### src/rtl/branch_cond_eval.sv
module branch_cond_eval #(
  parameter int PC_W  = 32,
  parameter int CNT_W = 16
) (
  input  logic [1:0]       op_kind,
  input  logic [3:0]       cond_sel,
  input  logic             flag_c,
  input  logic             flag_z,
  input  logic             flag_s,
  input  logic             flag_o,
  input  logic [CNT_W-1:0] count_in,
  input  logic [PC_W-1:0]  pc_seq,
  input  logic [PC_W-1:0]  pc_target,
  output logic             take,
  output logic [CNT_W-1:0] count_out,
  output logic [PC_W-1:0]  pc_next
);

  localparam logic [1:0] OP_COND    = 2'b00;
  localparam logic [1:0] OP_LOOP    = 2'b01;
  localparam logic [1:0] OP_LOOP_Z  = 2'b10;
  localparam logic [1:0] OP_LOOP_NZ = 2'b11;

  logic             lt_signed;
  logic             base_hit;
  logic             cond_hit;
  logic             is_loop;
  logic [CNT_W-1:0] count_dec;
  logic             loop_live;
  logic             zf_ok;

  assign lt_signed = flag_s ^ flag_o;

  always_comb begin
    case (cond_sel[3:1])
      3'd0:    base_hit = 1'b1;
      3'd1:    base_hit = flag_o;
      3'd2:    base_hit = flag_c;
      3'd3:    base_hit = flag_z;
      3'd4:    base_hit = flag_c | flag_z;
      3'd5:    base_hit = flag_s;
      3'd6:    base_hit = lt_signed;
      default: base_hit = flag_z | lt_signed;
    endcase
  end

  assign cond_hit  = base_hit ^ cond_sel[0];
  assign is_loop   = (op_kind != OP_COND);
  assign count_dec = count_in - CNT_W'(1);
  assign loop_live = |count_dec;

  always_comb begin
    case (op_kind)
      OP_LOOP_Z:  zf_ok = flag_z;
      OP_LOOP_NZ: zf_ok = ~flag_z;
      default:    zf_ok = 1'b1;
    endcase
  end

  assign take      = is_loop ? (loop_live & zf_ok) : cond_hit;
  assign count_out = is_loop ? count_dec : count_in;
  assign pc_next   = take ? pc_target : pc_seq;

  always_comb begin
    a_r1_always: assert (!(op_kind == OP_COND && cond_sel == 4'b0000) || take)
      else $error("R1 always-code not taken");
    a_r5_hold: assert (op_kind != OP_COND || count_out == count_in)
      else $error("R5 counter changed in conditional mode");
    a_r6_step: assert (op_kind == OP_COND || count_out + CNT_W'(1) == count_in)
      else $error("R6 counter not decremented by one");
    a_r6_exhaust: assert (!(op_kind == OP_LOOP && count_in == CNT_W'(1)) || !take)
      else $error("R6 taken on exhausted count");
    a_r7_zf: assert (!((op_kind == OP_LOOP_Z && !flag_z) ||
                       (op_kind == OP_LOOP_NZ && flag_z)) || !take)
      else $error("R7 taken against zero flag");
    a_r8_mux: assert (take ? (pc_next == pc_target) : (pc_next == pc_seq))
      else $error("R8 next address mismatch");
  end

endmodule

### config.mk
export PLATFORM = sky130hd
export DESIGN_NAME = branch_cond_eval
export DESIGN_NICKNAME = d
export VERILOG_FILES = /design/src/rtl/branch_cond_eval.sv
export SDC_FILE = /design/constraint.sdc
export NUM_CORES = 1
export LEC_CHECK = 0
export ABC_AREA = 0
export BUFFER_PORTS_ARGS = -buffer_cell sky130_fd_sc_hd__buf_2
export CORE_UTILIZATION = 35
export DETAILED_ROUTE_END_ITERATION = 8
export GPL_TIMING_DRIVEN = 0
export PLACE_DENSITY = 0.9
export RECOVER_POWER = 25
export SLEW_MARGIN = 20
export SYNTH_ARGS = -nofsm -noshare
export SYNTH_HDL_FRONTEND = slang
export SYNTH_SLANG_ARGS = --single-unit
### constraint.sdc
create_clock -name vclk -period 7.35
set_input_delay 1.47 -clock vclk [all_inputs]
set_output_delay 1.47 -clock vclk [all_outputs]
set_load 0.02 [all_outputs]
## After elaboration in Yosys (flattened, before gate mapping)

Index checks and enable logic that the tools add are counted.

| storage, ports and cells | value |
|---|---|
| register bits after elaboration | 0 |
| input bits | 90 |
| output and inout port bits | 49 |

| cells by class | value |
|---|---|
| add/subtract/negate cells | 1 |
| eq/ne operators | 8 |
| muxes and demuxes | 5 |
| bitwise operators | 6 |
| reduce and logical (&&, ||, !) cells | 3 |

Operators by type and width:

| operator | number |
|---|---|
| 32-bit 2-to-1 mux | 1 |
| 16-bit 2-to-1 mux | 1 |
| 16-bit OR reduction | 1 |
| 16-bit by 1-bit subtractor with 16-bit output (second input constant) | 1 |
| 3-bit == test (second input constant) | 3 |
| 1-bit one-hot mux with 7 select lines | 1 |
| 3-bit by 2-bit == test with 1-bit output (second input constant) | 2 |
| 2-bit == test (second input constant) | 2 |
| 3-bit by 1-bit == test with 1-bit output (second input constant) | 1 |
| 3-bit logical NOT | 1 |
| 1-bit bitwise OR | 2 |
| 1-bit one-hot mux with 2 select lines | 1 |
| 2-bit nonzero test | 1 |
| 1-bit XOR | 2 |
| 1-bit AND | 1 |
| 1-bit 2-to-1 mux | 1 |
| 1-bit NOT | 1 |

## Longest topological paths before layout

Gate-level depths: netlist (run 1).

| logic depth | value |
|---|---|
| word-level depth | 6 |
| gate-level depth with buffers | 9 |

## Worst setup path after synthesis (run 1)

Ideal clock, no wire load.

| timing | value |
|---|---|
| path kind | input -> output |
| start point | input port count_in[0] |
| end point | output port pc_next[22] |
| arrival time | 3.480 ns |
| path slack | 2.400 ns |
| stages | 9 |
| path buffers | 1 |
| path through | inv_1 -> ha_1 -> or2_2 -> o31ai_1 -> o2111ai_1 -> o41ai_2 -> nand3_2 -> buf_6 -> mux2_4 |

| on the way | value |
|---|---|
| word-level cells in the longest chain between the ends | 5 |

RTL lines:

| element | RTL line | RTL |
|---|---|---|
| start: declaration | 11 | `input logic [CNT_W-1:0] count_in,` |
| 16-bit by 1-bit subtractor with 16-bit output | 49 | `assign count_dec = count_in - CNT_W'(1);` |
| 16-bit OR reduction | 50 | `assign loop_live = \|count_dec;` |
| 1-bit AND | 60 | `assign take = is_loop ? (loop_live & zf_ok) : cond_hit;` |
| 1-bit 2-to-1 mux | 60 |  |
| net take | 14 | `output logic take,` |
| 32-bit 2-to-1 mux | 62 | `assign pc_next = take ? pc_target : pc_seq;` |
| end: declaration | 16 | `output logic [PC_W-1:0] pc_next` |

The timed path passes the listed nets, and every way through them passes these cells.

## Final worst setup path (run 1)

| timing | value |
|---|---|
| start point | input port count_in[0] |
| end point | output port pc_next[17] |

| on the way | value |
|---|---|
| word-level cells in the longest chain between the ends | 5 |

RTL lines:

| element | RTL line |
|---|---|
| 16-bit by 1-bit subtractor with 16-bit output | 49 |
| 16-bit OR reduction | 50 |
| 1-bit AND | 60 |
| 1-bit 2-to-1 mux | 60 |
| 32-bit 2-to-1 mux | 62 |

Every way passes these cells.

==> results.json, run 1 <==
{
  "ioPinCount": 139,
  "path_class": "in -> out",
  "fp.coreArea_mm2": 0.00285,
  "netlist_area_mm2": 0.00110,
  "max_freq_mhz": 183,
  "grt.busiest_layer": "met2",
  "cpMaxStageDelayCell": "o41ai_2",
  "dr_total_vias": 1432,
  "diodes": 0,
  "gr-usage-met3_pct": 3.35,
  "start_kind": "input pin",
  "first_pass_iters": 6,
  "seq_cell_count": 0,
  "ctsHoldBuffers": 0,
  "cp_common_cell": "buf_2",
  "synthesis.nets": 215,
  "hpwl_mm": 3.36,
  "num-fill-cells": 280,
  "hold_viol_final": 0,
  "grt_max_degree": 11,
  "leakage_nw": 0.988,
  "yosysSeqAreaShare_pct": 0,
  "grt_use_met1_pct": 24.0,
  "vdd_ir_drop_max_uv": 55.7,
  "final_cells": 290,
  "die_width_um": 58.0,
  "via_per_inst": 4.94,
  "initial_core_util_pct": 38.5,
  "antenna_left": 0,
  "p_per_area_mw_per_mm2": 89.5,
  "end_kind": "output pin",
  "die_h_um": 58.0,
  "rsz0062_at_grt": "false",
  "nNetsFinal": 353,
  "min_period_over_period_pct": 74.4,
  "wirelength_mm": 3.76,
  "place_inst": 290,
  "violations": "design-rule violations",
  "clkbuf_count": 0,
  "cp_cell_sequence": "buf_2, inv_1, ha_1, or2_2, o31ai_1, o2111ai_1, o41ai_2, nand3_2, buf_6, mux2_4, buf_2",
  "cts_resized": 0,
  "hold_path_class": "in -> out",
  "max_slew_margin_pct": 66.1,
  "areaGrowthSynthToFinish_pct": 64.2,
  "status": "finished, violations left",
  "port_buffers": 136,
  "drc": 10,
  "synth_cell_types": 37,
  "drive_gt1_share_pct": 65.3,
  "grt_usage_pct": 19.9,
  "worstPathRequired_ns": 5.88,
  "avgSynthCellArea_um2": 8.92,
  "die_area_mm2": 0.00336,
  "drt_iter0_markers": 42,
  "finalCriticalPeriod_ns": 5.46,
  "wl_per_cell_um": 12.9,
  "tns_ns": 0,
  "first_global_vias": 1267,
  "overflow": 0,
  "max-cap-violations": 0,
  "antenna_found_initial": 1,
  "gp_congestion": 0.806,
  "worstPathMaxFanout": 10,
  "worst_pin_slew_ns": 0.504,
  "synthCells": 123,
  "yosys_warnings": 0,
  "worstPathArrival_ns": 3.99,
  "post-cts-setup-buffers": 0,
  "multiInputGateArea_mm2": 0.00104,
  "rows": 19,
  "regArea_um2": 0,
  "finalMaxSlewViolations": 0,
  "cpPeakStageDelay_ns": 0.39,
  "finalSetupViolCount": 0,
  "grt.met2_usage_pct": 37.9,
  "grt_pass1_wl_mm": 5.49
}
-- routing by layer --
layer | part of all wire [%] | routed length, um
met3 | 8.5 | 320
met2 | 52 | 1940
met5 | 0.29 | 11
met4 | 0.21 | 8
met1 | 39 | 1470
-- logic make-up (layout without fill, tap and decap cells) --
logic type      count (synthesis)  count (layout)  share of synthesized area, %
simple gates                   47              47                          24.6
mux                            32              32                          42.8
xor+xnor                       20              20                          16.0
compound gates                 13              13                          8.89
buf+inv                         9             145                          5.47
fa+ha+maj                       2               2                          2.28
-- area by class of cell --
cell class / instances / area share [%]
tap: 31 / 2.15
inverter: 2 / 0.417
buffer: 7 / 2.92
timing repair buffer: 136 / 36.9
multi-input combinational: 114 / 57.6
-- worst max-delay path, delay by kind of cell --
family | cells | cell delay (ns)
AO/OA/AOI/OAI | 3 | 0.78
buffers and inverters | 4 | 0.58
AND/OR/NAND/NOR | 2 | 0.57
multiplexers | 1 | 0.31
adder cells (fa/ha/maj) | 1 | 0.28
-- synth_stat cells, drive strengths merged (3+ instances only) --
| cell type | number | area (um^2) |
|---|---|---|
| buf | 6 | 48.8 |
| mux2 | 32 | 469 |
| nand2 | 11 | 41.3 |
| nand3 | 3 | 20.0 |
| nor2 | 11 | 41.3 |
| nor3 | 5 | 25.0 |
| nor4 | 3 | 33.8 |
| o21ai | 3 | 15.0 |
| xnor2 | 10 | 87.6 |
| xor2 | 10 | 87.6 |
-- stage by stage --
step	setup slack, ns	power, mW	utilization, %	hold WS [ns]	instance area [um^2]
finish	1.89	0.161	63.2	3.24	1800
global route	1.73	0.172	63.2	3.26	1800
CTS	1.86	0.164	63.7	3.24	1820
detailed placement	1.88	0.163	63.7	3.24	1820
global placement	1.89	0.160	63.7	3.24	1820
floorplan	2.40	0.105	-	3.07	1100
-- report_power, final --
part | leakage [nW] | internal, mW | switching, mW | total (mW)
Sequential | 0 | 0 | 0 | 0
Clock | 0 | 0 | 0 | 0
Combinational | 0.988 | 0.0781 | 0.0833 | 0.161
-- cells in the final DEF (no fill, tap or decap) --
master and n:
a21boi_0 1, a21oi_1 1, a22oi_1 1, a31oi_1 1, and2_2 1, and4b_1 1, buf_2 127, buf_6 3
clkbuf_1 13, ha_1 2, inv_1 2, mux2_2 3, mux2_4 29, nand2_1 11, nand3_1 2, nand3_2 1
nand3b_1 1, nand4_1 1, nor2_1 11, nor2b_1 1, nor3_1 5, nor3b_1 2, nor4_1 2, nor4_4 1
nor4b_1 2, o2111ai_1 1, o211ai_1 1, o21ai_0 3, o22a_1 1, o31ai_1 2, o41ai_2 1, or2_2 2
or3_1 1, or4b_1 1, or4b_2 1, xnor2_1 10, xor2_1 10
-- final timing paths --
| path | from | to | slack, ns | cells after the start |
|---|---|---|---|---|
| hold / removal | count_in[15] | count_out[15] | 3.24 | 3 |
| setup / recovery | count_in[0] | pc_next[17] | 1.89 | 11 |
Power figures use the tool's default switching activity.
==> run 2, diff against run 1 <==
--- a/config.mk
+++ b/config.mk
@@ -7,10 +7,10 @@
 export LEC_CHECK = 0
 export ABC_AREA = 0
 export BUFFER_PORTS_ARGS = -buffer_cell sky130_fd_sc_hd__buf_2
-export CORE_UTILIZATION = 35
+export CORE_UTILIZATION = 34
 export DETAILED_ROUTE_END_ITERATION = 8
 export GPL_TIMING_DRIVEN = 0
-export PLACE_DENSITY = 0.9
+export PLACE_DENSITY = 0.88
 export RECOVER_POWER = 25
 export SLEW_MARGIN = 20
 export SYNTH_ARGS = -nofsm -noshare
==> constraint.sdc (replaced) <==
create_clock -name vclk -period 5.1
set_input_delay 1.02 -clock vclk [all_inputs]
set_output_delay 1.02 -clock vclk [all_outputs]
set_load 0.02 [all_outputs]
==> run 2 against run 1 <==
Compared with the run above: the run now ends clean; critical path depth did not move; routed wire length increased by 3.6%; combinational power is 45% higher; utilization shrank 3.5 points; sequential share of layout area is the same; global-route usage down 0.26 points; flip-flop and latch count unchanged; largest power group unchanged.
==> results.json, run 2 (same netlist as run 1, synthesis figures left out) <==
{
  "first_pass_iters": 4,
  "worstPathMaxFanout": 10,
  "end_kind": "output pin",
  "die_area_mm2": 0.00346,
  "holdWs_ns": 2.36,
  "gp_congestion": 0.788,
  "rows": 20,
  "status": "completed",
  "wirelength_mm": 3.89,
  "max-cap-violations": 0,
  "finalCriticalPeriod_ns": 4.52,
  "ioPinCount": 139,
  "final_cell_mix": "buf_2 (127), mux2_4 (29), clkbuf_1 (13)",
  "hold_path_class": "in -> out",
  "antenna_left": 0,
  "grt_max_degree": 11,
  "cpMaxStageDelayCell": "o41ai_2",
  "worstPathArrival_ns": 3.50,
  "post-cts-setup-buffers": 0,
  "hpwl_mm": 3.54,
  "rsz0062_at_grt": "false",
  "die_h_um": 58.8,
  "finalSetupViolCount": 0,
  "regArea_um2": 0,
  "antenna_found_initial": 2,
  "die_width_um": 58.8,
  "initial_core_util_pct": 35.9,
  "cpPeakStageDelay_ns": 0.39,
  "dr_total_vias": 1463,
  "critPathTopFamily": "compound AO/OA/AOI/OAI gates",
  "path_class": "in -> out",
  "drc": 0,
  "areaGrowthSynthToFinish_pct": 65.9,
  "cp_cell_sequence": "buf_2, inv_1, ha_1, or2_2, o31ai_1, o2111ai_1, o41ai_2, nand3_2, buf_6, mux2_4, buf_2",
  "finalMaxSlewViolations": 0,
  "hold_viol_final": 0,
  "crit_buf_inv": 4,
  "grt_usage_pct": 19.7,
  "nNetsFinal": 353,
  "overflow": 0,
  "worstPathRequired_ns": 4.08,
  "grt_pass1_wl_mm": 5.42,
  "p_per_area_mw_per_mm2": 128,
  "min_period_over_period_pct": 88.6,
  "ctsHoldBuffers": 0,
  "cp_common_cell": "buf_2",
  "final_util_pct": 59.6,
  "leakage_nw": 0.988,
  "cts_resized": 0,
  "seq_cell_count": 0,
  "tns_ns": 0,
  "max_slew_margin_pct": 64.4,
  "drive_gt1_share_pct": 65.3,
  "clkbuf_count": 0,
  "max_freq_mhz": 221,
  "drt_iter0_markers": 23,
  "fp.coreArea_mm2": 0.00305,
  "start_kind": "input pin",
  "wl_per_cell_um": 12.8,
  "port_buffers": 136,
  "first_global_vias": 1236,
  "via_per_inst": 4.81,
  "worst_pin_slew_ns": 0.530,
  "vdd_ir_drop_max_uv": 55.4,
  "final_common_cell": "buf_2"
}
## run 2: metal layers
layer | up-vias | routed length, um | track usage, %
met2 | 66 | 1930 | 35.6
met3 | 4 | 388 | 6.15
li1 | 725 | - | -
met4 | 2 | 19 | 1.70
met5 | - | 10 | 0
met1 | 666 | 1540 | 23.5
## run 2: area by class of cell
cell class / count / area (um^2)
Buffer: 7 / 52.6
Inverter: 2 / 7.51
Antenna cell: 1 / 2.50
Timing Repair Buffer: 136 / 666
Multi-Input combinational cell: 114 / 1040
Fill cell: 314 / 1230
Tap cell: 44 / 55.1
## run 2: power breakdown
group	leakage, nW	internal [mW]	total, mW	switching (mW)
clock	0.00000634	0.0000000262	0.0000000262	0
combinational	0.988	0.113	0.233	0.120
sequential	0	0	0	0
## run 2: through the flow
stage | cell area, um^2 | total power [mW] | instances | worst slack, ns
final | 1820 | 0.233 | 304 | 0.579
after global routing | 1820 | 0.248 | 303 | 0.379
after CTS | 1830 | 0.236 | 303 | 0.565
after detailed placement | 1830 | 0.236 | 303 | 0.567
after global placement | 1830 | 0.230 | 303 | 0.579
after floorplan | 1100 | 0.151 | 123 | 1.05
## run 2: worst paths after layout
check,startpoint,to,depth (start not counted)
max,count_in[0],pc_next[6],11
min,count_in[15],count_out[15],3
==> run 3, diff against run 2 <==
--- a/config.mk
+++ b/config.mk
@@ -7,6 +7,7 @@
 export LEC_CHECK = 0
 export ABC_AREA = 0
 export BUFFER_PORTS_ARGS = -buffer_cell sky130_fd_sc_hd__buf_2
+export CORE_ASPECT_RATIO = 0.5
 export CORE_UTILIZATION = 34
 export DETAILED_ROUTE_END_ITERATION = 8
 export GPL_TIMING_DRIVEN = 0
==> run 3 against run 2 <==
Compared with the run above: total power is 0.74% higher; critical path depth did not move; hold slack got worse by 0.0076 ns; critical path type unchanged; highest routed layer is now met4.
==> results.json, run 3 (same netlist as run 1, synthesis figures left out) <==
{
  "holdWs_ns": 2.35,
  "drive_gt1_share_pct": 65.3,
  "regArea_um2": 0,
  "final_cell_mix": "buf_2 (127), mux2_4 (29), clkbuf_1 (13)",
  "hold_path_class": "in -> out",
  "final_common_cell": "buf_2",
  "grt_max_degree": 11,
  "finalCriticalPeriod_ns": 4.58,
  "gp_congestion": 0.892,
  "worstPathArrival_ns": 3.56,
  "initial_core_util_pct": 36.2,
  "via_per_inst": 4.95,
  "overflow": 0,
  "antenna_found_initial": 0,
  "start_kind": "input pin",
  "finalMaxSlewViolations": 0,
  "cpPeakStageDelay_ns": 0.39,
  "fp.coreArea_mm2": 0.00303,
  "finalSetupViolCount": 0,
  "cts_resized": 0,
  "rsz0062_at_grt": "false",
  "rows": 14,
  "hold_viol_final": 0,
  "path_class": "in -> out",
  "end_kind": "output pin",
  "seq_cell_count": 0,
  "cp_common_cell": "buf_2",
  "port_buffers": 136,
  "nNetsFinal": 353,
  "die_h_um": 42.2,
  "diodes": 0,
  "status": "completed",
  "wirelength_mm": 4.14,
  "min_to": "count_out[15]",
  "worstPathRequired_ns": 4.08,
  "cp_cell_sequence": "buf_2, inv_1, ha_1, or2_2, o31ai_1, o2111ai_1, o41ai_2, nand3_2, buf_6, mux2_4, buf_2",
  "worstPathMaxFanout": 10,
  "post-cts-setup-buffers": 0,
  "grt_usage_pct": 22.1,
  "vdd_ir_drop_max_uv": 77.3,
  "leakage_nw": 0.988,
  "p_per_area_mw_per_mm2": 129,
  "final_util_pct": 59.8,
  "dr_total_vias": 1479,
  "min_period_over_period_pct": 89.8,
  "tns_ns": 0,
  "areaGrowthSynthToFinish_pct": 65.2,
  "die_width_um": 82.3,
  "first_pass_iters": 5,
  "max-cap-violations": 0,
  "grt_pass1_wl_mm": 6.11,
  "cpMaxStageDelayCell": "o41ai_2",
  "antenna_left": 0,
  "first_global_vias": 1416,
  "hpwl_mm": 3.73,
  "min-delay-start": "count_in[15]",
  "num-fill-cells": 278,
  "clkbuf_count": 0,
  "whs_path_depth": 3,
  "worst_pin_slew_ns": 0.531,
  "drc": 0,
  "drt_iter0_markers": 48,
  "ioPinCount": 139,
  "max_slew_margin_pct": 64.3,
  "die_area_mm2": 0.00347,
  "wl_per_cell_um": 13.8,
  "max_freq_mhz": 218,
  "ctsHoldBuffers": 0
}
run 3: cell types whose count changed in the layout (fill, tap and decap cells not counted), sizes merged:
cell / previous run / this run
diode: 1 / 0
run 3: critical path: cells and delay by family:
kind	cells	cell delay, ns
compound gates	3	0.77
mux	1	0.31
fa+ha+maj	1	0.28
simple gates	2	0.57
buf+inv	4	0.60
run 3: area by class of cell:
type,instances,area (um^2),share of cell area [%]
multi-input combinational,114,1040,57.2
buffer,7,52.6,2.90
timing repair buffer,136,666,36.7
inverter,2,7.51,0.414
tap,40,50.0,2.76
run 3: routing by layer:
layer | up-vias | GRT usage [%] | share of wire (%)
li1 | 722 | - | -
met1 | 684 | 23.9 | 38
met2 | 63 | 45.3 | 56
met3 | 10 | 1.74 | 3.7
met4 | 0 | 5.26 | 2.2
met5 | - | 0 | 0
run 3: how the worst max path moves through the flow:
stage | start | endpoint | slack [ns] | cells past startpoint
floorplan | count_in[0] | pc_next[22] | 1.05 | 9
global placement | count_in[0] | pc_next[10] | 0.60 | 11
detailed placement | count_in[0] | pc_next[10] | 0.53 | 11
CTS | count_in[0] | pc_next[10] | 0.53 | 11
global route | count_in[0] | pc_next[10] | 0.38 | 11
finish | count_in[0] | pc_next[10] | 0.52 | 11
run 3: metrics by stage:
step / total power [mW] / setup slack, ns / instances / instance area (um^2)
floorplan: 0.151 / 1.05 / 123 / 1100
global placement: 0.230 / 0.598 / 299 / 1830
detailed placement: 0.237 / 0.534 / 299 / 1830
CTS: 0.237 / 0.533 / 299 / 1830
global route: 0.248 / 0.383 / 299 / 1810
finish: 0.235 / 0.523 / 299 / 1810
run 3: power by group:
part / internal [mW] / switching, mW / total [mW]
Clock: 0 / 0 / 0
Combinational: 0.113 / 0.122 / 0.235
Sequential: 0 / 0 / 0
